<file path="config.mk">
export PLATFORM = sky130hd
export DESIGN_NAME = cec_rx_pool
export DESIGN_NICKNAME = d
export VERILOG_FILES = /design/src/rtl/cec_rx_pool.sv
export SDC_FILE = /design/constraint.sdc
export NUM_CORES = 1
export LEC_CHECK = 0
export BUFFER_PORTS_ARGS = -buffer_cell sky130_fd_sc_hd__buf_2
export CAP_MARGIN = 20
export CORE_ASPECT_RATIO = 1.2
export CORE_UTILIZATION = 30
export CTS_BUF_LIST = sky130_fd_sc_hd__clkbuf_4 sky130_fd_sc_hd__clkbuf_8
export DETAILED_ROUTE_END_ITERATION = 8
export SYNTH_ARGS = -nofsm -noshare
export SYNTH_HDL_FRONTEND = slang
export SYNTH_SLANG_ARGS = --single-unit
</file>
<file path="constraint.sdc">
create_clock -name clk -period 4.8 [get_ports clk]
set_clock_uncertainty 0.15 [all_clocks]
set_input_delay 1.44 -clock clk [delete_from_list [all_inputs] [get_ports clk]]
set_output_delay 1.44 -clock clk [all_outputs]
set_load 0.01 [all_outputs]
</file>
<file path="src/rtl/cec_rx_pool.sv">
module cec_rx_pool #(
  parameter int MAX_BYTES = 16
) (
  input  logic        clk,
  input  logic        rst_n,
  input  logic        rx_start,
  input  logic        rx_byte_vld,
  input  logic [7:0]  rx_byte,
  input  logic        rx_end,
  input  logic        multi_mode,
  input  logic [2:0]  rel_bits,
  input  logic [1:0]  rd_buf,
  input  logic [3:0]  rd_idx,
  output logic [7:0]  rd_data,
  output logic [14:0] rx_len,
  output logic [5:0]  rx_status,
  output logic [2:0]  rdy_irq,
  output logic        rx_overflow
);
  localparam int NB = 3;
  localparam int LW = $clog2(MAX_BYTES + 1);
  localparam int AW = $clog2(MAX_BYTES);

  logic [7:0]    mem [NB][MAX_BYTES];
  logic [1:0]    rank [NB];
  logic [1:0]    rank_nx [NB];
  logic [LW-1:0] len [NB];
  logic [2:0]    rel_q, occ, keep, free;
  logic          cap;
  logic [1:0]    tgt, pick, dec;
  logic [LW-1:0] cnt, cnt_nx;
  logic          take, commit;

  wire [2:0] rel_rise = rel_bits & ~rel_q;
  wire       clr_all  = &rel_rise;

  assign take   = cap && rx_byte_vld && (cnt < LW'(MAX_BYTES));
  assign cnt_nx = cnt + LW'(take);
  assign commit = cap && rx_end && (cnt_nx != '0);
  assign free   = ~occ & (multi_mode ? 3'b111 : 3'b001);
  assign pick   = free[0] ? 2'd0 : (free[1] ? 2'd1 : 2'd2);

  always_comb begin
    for (int i = 0; i < NB; i++) begin
      occ[i]  = rank[i] != 2'd0;
      keep[i] = occ[i] && !rel_rise[i];
    end
    for (int i = 0; i < NB; i++) begin
      dec = 2'd0;
      for (int j = 0; j < NB; j++)
        if (rel_rise[j] && occ[j] && rank[j] < rank[i]) dec = dec + 2'd1;
      rank_nx[i] = keep[i] ? rank[i] - dec : 2'd0;
    end
    if (commit) rank_nx[tgt] = 2'($countones(keep)) + 2'd1;
  end

  always_ff @(posedge clk) begin
    if (!rst_n) begin
      rel_q       <= '0;
      cap         <= 1'b0;
      tgt         <= '0;
      cnt         <= '0;
      rx_overflow <= 1'b0;
      for (int i = 0; i < NB; i++) begin
        rank[i] <= '0;
        len[i]  <= '0;
      end
    end else begin
      rel_q <= rel_bits;
      for (int i = 0; i < NB; i++) rank[i] <= rank_nx[i];
      rx_overflow <= (rx_overflow && !clr_all) || (rx_start && free == 3'b000);
      if (rx_start) begin
        cap <= free != 3'b000;
        tgt <= pick;
        cnt <= '0;
      end else if (cap) begin
        cnt <= cnt_nx;
        if (rx_end) cap <= 1'b0;
        if (commit) len[tgt] <= cnt_nx;
      end
    end
  end

  always_ff @(posedge clk)
    if (take && !rx_start) mem[tgt][cnt[AW-1:0]] <= rx_byte;

  assign rd_data   = (rd_buf < 2'd3) ? mem[rd_buf][rd_idx[AW-1:0]] : 8'h00;
  assign rx_status = {rank[2], rank[1], rank[0]};
  assign rx_len    = {5'(len[2]), 5'(len[1]), 5'(len[0])};
  assign rdy_irq   = occ;
endmodule


</file>
# Word-level counts from Yosys, hierarchy flattened

Memory sizes are Yosys's and may differ from the RTL's.
Cells that the tools add are included.

Register bits: 12
Memory bits (writable): 405
Output and inout port bits: 33
Memories: 3

Memories:

| name | words | width | rd ports | clocked after Yosys merged registers in | write ports | line | RTL |
|---|---|---|---|---|---|---|---|
| mem  | 3     | 128   | 1        | 0                                       | 1           | 24   | `logic [7:0] mem [NB][MAX_BYTES];` |
| len  | 3     | 5     | 3        | 0                                       | 3           | 27   | `logic [LW-1:0] len [NB];` |
| rank | 3     | 2     | 3        | 0                                       | 3           | 25   | `logic [1:0] rank [NB];` |

$add $sub $neg: 13
Order comparisons: 16
Mux-type cells: 43
Bitwise gates (word level): 11
Reduce and logical (&&, ||, !) cells: 39

Operators with widths:

| cell                                                        | count |
|---|---|
| two-way mux 128 bit                                         | 1 |
| binary-select mux 8 bit (select 4 bit)                      | 1 |
| demux 8 bit (select 4 bit)                                  | 1 |
| two-way mux 2 bit                                           | 16 |
| two-way mux 8 bit                                           | 4 |
| logical AND 1 bit                                           | 24 |
| less-than comparator 2 bit                                  | 9 |
| two-way mux 1 bit                                           | 15 |
| adder 2 x 1 -> 2 bit (second input constant)                | 7 |
| >= comparator 5 bit (second input constant)                 | 2 |
| inverter 4 -> 5 bit                                         | 2 |
| bitwise AND 3 bit                                           | 2 |
| bitwise mux 6 bit                                           | 1 |
| two-way mux 6 bit                                           | 1 |
| inverter 3 bit                                              | 2 |
| nonzero test 2 bit                                          | 3 |
| subtractor 2 bit                                            | 3 |
| adder 5 x 1 -> 5 bit                                        | 1 |
| logical NOT 1 bit                                           | 5 |
| less-than comparator 5 x 1 -> 1 bit (second input constant) | 1 |
| less-than comparator 5 bit (second input constant)          | 1 |
| two-way mux 5 bit                                           | 1 |
| nonzero test 5 bit                                          | 1 |
| OR reduction 5 bit                                          | 1 |
| other kinds (15)                                            | 17 |

# Depth between registers and ports, before layout

Depth after elaboration: 14
Mapped depth: 12
Mapped depth without buffers: 12

# Worst setup path after synthesis

No wires, ideal clock.

Path kind: input -> output
Start point: input port rd_buf[0]
End point: output port rd_data[5]
Arrival time: 2.912 ns
Required time: 3.210 ns
Setup slack: 0.298 ns
Cell stages on the path: 8
Cell sequence: buf_2 -> buf_4 -> nor2b_1 -> buf_2 -> a22o_1 -> a21oi_1 -> o311ai_0 -> nor4_1

Word-level cells in the longest chain between the ends: 5

Ends and longest elaborated chain:

| what                                                  | line | RTL |
|---|---|---|
| from (decl)                                           | 12   | `input logic [1:0] rd_buf,` |
| memory read (3 x 128 bit)                             | -    |  |
| binary-select mux 8 bit (select 4 bit)                | 87   | `assign rd_data = (rd_buf < 2'd3) ? mem[rd_buf][rd_idx[AW-1:0]] : 8'h00;` |
| two-way mux 8 bit (implied by the code) (2 in series) | 87   |  |
| two-way mux 8 bit (*)                                 | 87   |  |
| to (decl)                                             | 14   | `output logic [7:0] rd_data,` |

Every way passes the cells marked *; elsewhere a longest branch is shown, timed or not. The select of a mux whose other input is x is not followed.

# Worst setup path after layout

Start point: input port rd_buf[0]
End point: output port rd_data[3]

Same word-level chain as after synthesis.

==> run_results.csv <==
group,metric,value,unit
outcome,status,"finished clean",
timing,slew_headroom,29.7,%
timing,rsz0062_at_grt,"false",
timing,hold_viol,0,
setup_path,cp_num_cells,9,
yosys,synth_top_family_by_area,"multiplexers",
setup_path,crit_slowest_cell,"mux4_2",
place,dp_hpwl,25.5,mm
setup_path,crit_path_end,"rd_data[3]",
yosys,async_flop_share,0,%
setup_path,rr_worst_depth,9,
final_layout,finalNonFillerCells,1946,
grt,antenna_found_initial,2,
place,place_congestion,0.800,
timing,setup_viol,0,
final_layout,fin_util,36.5,%
final_layout,area_delta_synth_final,20.3,%
yosys,synth-xor-area-share,0.672,%
place,portBuffers,55,
floorplanning,initial_utilization,30.3,%
yosys,synth-simple-area-share,5.21,%
clock_tree,cts_hold_buf,0,
job,maxCapViolations,0,
yosys,synth_edf_count,399,
yosys,synth_nets,1006,
timing,worst_pin_slew,1050,ps
yosys,ys_warn_count,0,
setup_path,slowest_delay,370,ps
setup_path,cp-start-kind,"input pin",
yosys,synth_area_leaders,"edfxtp_1, mux4_2, mux2i_1",
setup_path,worstReg2RegEnd,"len[2][4]$_SDFFCE_PN0P_",
timing,maxSlewViolCount,0,
setup_path,critPathBufInv,4,
clock_tree,cts_buffer_depth,3,
floorplanning,ios,56,
yosys,yosysSeqAreaShare,72.9,%
setup_path,critPathTopFamily,"buffers and inverters",
yosys,ys_ff_latch,417,
power,cellLeakagePower,6.94,nW
drt,route.detailed.drc,0,
yosys,yosysTopAreaCell,"edfxtp_1",
worst_hold_path,hold_path.class,"reg -> reg",
clock_tree,clock-sinks,417,
grt,grt-ovfl-total,0,
yosys,netlist.area_leader.share,70.7,%
grt,grt_usage,13.8,%
floorplanning,fp-row-count,95,
yosys,synth_area_per_cell,17.5,um2
timing,fmax,0.211,GHz
setup_path,cp_max_fo,13,
clock_tree,cts_tree,"yes",
timing,period_needed,4730,ps
clock_tree,clk_latency,610,ps
clock_tree,ctsHtreeMaxLevel,3,
floorplanning,die_h,262,um
drt,viasPerCell,4.83,
drt,wl_per_cell,20.4,um
yosys,synthTopCellsByCount,"edfxtp_1, nor2_1, mux4_2",
final_layout,fill_cells,5235,
power,power_density,365,mW/mm2
drt,drt_first_pass_iters,7,
grt,grt_pass1_wl,58.6,mm
setup_path,rrSetupSlack,1850,ps
yosys,synth_fa_ha_area_share,1.18,%
final_layout,final_nets,1203,
yosys,syn-cell-area,0.0169,mm2
floorplanning,die_area,0.0574,mm2
drt,dr.first_iter.drc_count,642,
yosys,yosysMostFrequentCell,"edfxtp_1",
setup_path,arrival,3140,ps
setup_path,crit_start,"rd_buf[0]",
setup_path,required,3210,ps
timing,min_period_over_period,98.5,%
floorplanning,core,0.0559,mm2
setup_path,reg2reg_from,"cap$_SDFF_PN0_",
yosys,synth_cell_types,56,
yosys,netlist_instances,967,
setup_path,path_cells,"buf_12, buf_16, buf_4, mux4_2, mux2i_1, o21ai_0, nand2_1, nor3_2, buf_2",
grt,grt_pass1_vias,9570,
drt,vias,9390,
yosys,synthMuxAreaShare,13.5,%
grt,grt_max_degree,49,
drt,ant_nets,0,
setup_path,cp-end-kind,"output port",
clock_tree,cts_buffers,71,
setup_path,worstSetupPathType,"in -> out",
floorplanning,die_w,219,um
yosys,synth_ff_type,"edfxtp_1",
clock_tree,clkSlewWorstSetupHoldPaths,50,ps
power,max-vdd-ir-drop,0.000205,V
yosys,synth_compound_area_share,4.51,%
place,place_inst,1810,
drt,routed_wl,39.6,mm
final_layout,layout-drive-gt1-share,31.4,%
clock_tree,clockRootBuffer,"clkbuf_8",
power by group:
| group | switching [mW] | total, mW | internal, mW |
|---|---|---|---|
| combinational | 0.236 | 0.410 | 0.174 |
| sequential | 0.00388 | 4.00 | 3.99 |
| clock | 1.38 | 3.03 | 1.65 |
| total | 1.62 | 7.44 | 5.82 |
sequential cells by signal, summed over array words and instances (netlist names):
name and flops:
rel_q 3, cap 1, rx_overflow 1, mem 384, tgt 2, cnt 5, len 15, rank 6
worst reg2reg max path, delay by kind of cell (launching register included):
kind / cells / cell delay [ps]
flops: 1 / 500
simple gates: 5 / 730
fa+ha+maj: 2 / 490
compound gates: 2 / 750
repair_timing:
item	4_1_cts	5_1_grt
setup buffers	3	4
hold endpoints to repair	0	0
endpoints found under the setup margin	8	8
cloned	0	2
gates resized for setup	16	15
pin swaps	2	5
area by class of cell:
cell class / count / area (um2) / area share (%)
multi-input combinational: 482 / 4290 / 21.1
tap: 727 / 910 / 4.47
clock inverter: 30 / 161 / 0.793
clock buffer: 97 / 1180 / 5.82
timing repair buffer: 174 / 1410 / 6.90
antenna: 1 / 2.50 / 0.0123
inverter: 18 / 68.8 / 0.338
sequential: 417 / 12300 / 60.6
metal layers:
metal	global-route usage, %	up-vias	wire, um
met2	23.1	308	19900
met1	17.1	4796	16400
met3	3.30	63	2460
met4	5.14	2	907
met5	0	-	11
li1	-	4221	-
worst min-delay path by stage:
stage               slack (ps)                     end                    from  cells past startpoint
finish                     360  rx_overflow$_SDFF_PN0_  rx_overflow$_SDFF_PN0_                      2
floorplan                  380  rx_overflow$_SDFF_PN0_  rx_overflow$_SDFF_PN0_                      2
CTS                        360  rx_overflow$_SDFF_PN0_  rx_overflow$_SDFF_PN0_                      2
global placement           340  rx_overflow$_SDFF_PN0_  rx_overflow$_SDFF_PN0_                      2
global route               400  rx_overflow$_SDFF_PN0_  rx_overflow$_SDFF_PN0_                      2
detailed placement         350  rx_overflow$_SDFF_PN0_  rx_overflow$_SDFF_PN0_                      2
cells by family (layout without fill, tap and decap cells):
family	Yosys count	in the layout
mux	137	137
compound gates	115	115
simple gates	201	201
xor+xnor	13	13
flops	417	417
buf+inv	68	319
fa+ha+maj	16	16
other cells	0	1
cells in the final DEF (no fill, tap or decap), types with 16 or more instances in the layout:
master and count:
nor2_1 95, clkbuf_8 73, edfxtp_1 399, mux4_2 72, clkbuf_4 24, mux2i_1 58, a21oi_1 31, dfxtp_1 18
buf_4 102, nand2_1 53, o21ai_0 20, clkinv_1 19, inv_1 17, buf_2 53, ha_1 16
metrics by stage:
stage          total power, mW  setup slack (ps)  hold slack [ps]  setup TNS (ps)  instance area, um2
2_1_floorplan             4.27               298              376               0               16900
3_3_place_gp              4.46              -156              338            -743               18800
3_5_place_dp              4.47              -182              345            -936               18800
4_1_cts                   7.53              9.50              360               0               20200
5_1_grt                   7.72              5.88              398               0               20400
6_report                  7.44              69.7              363               0               20400
Note: power is estimated with default switching activity, not from simulation.
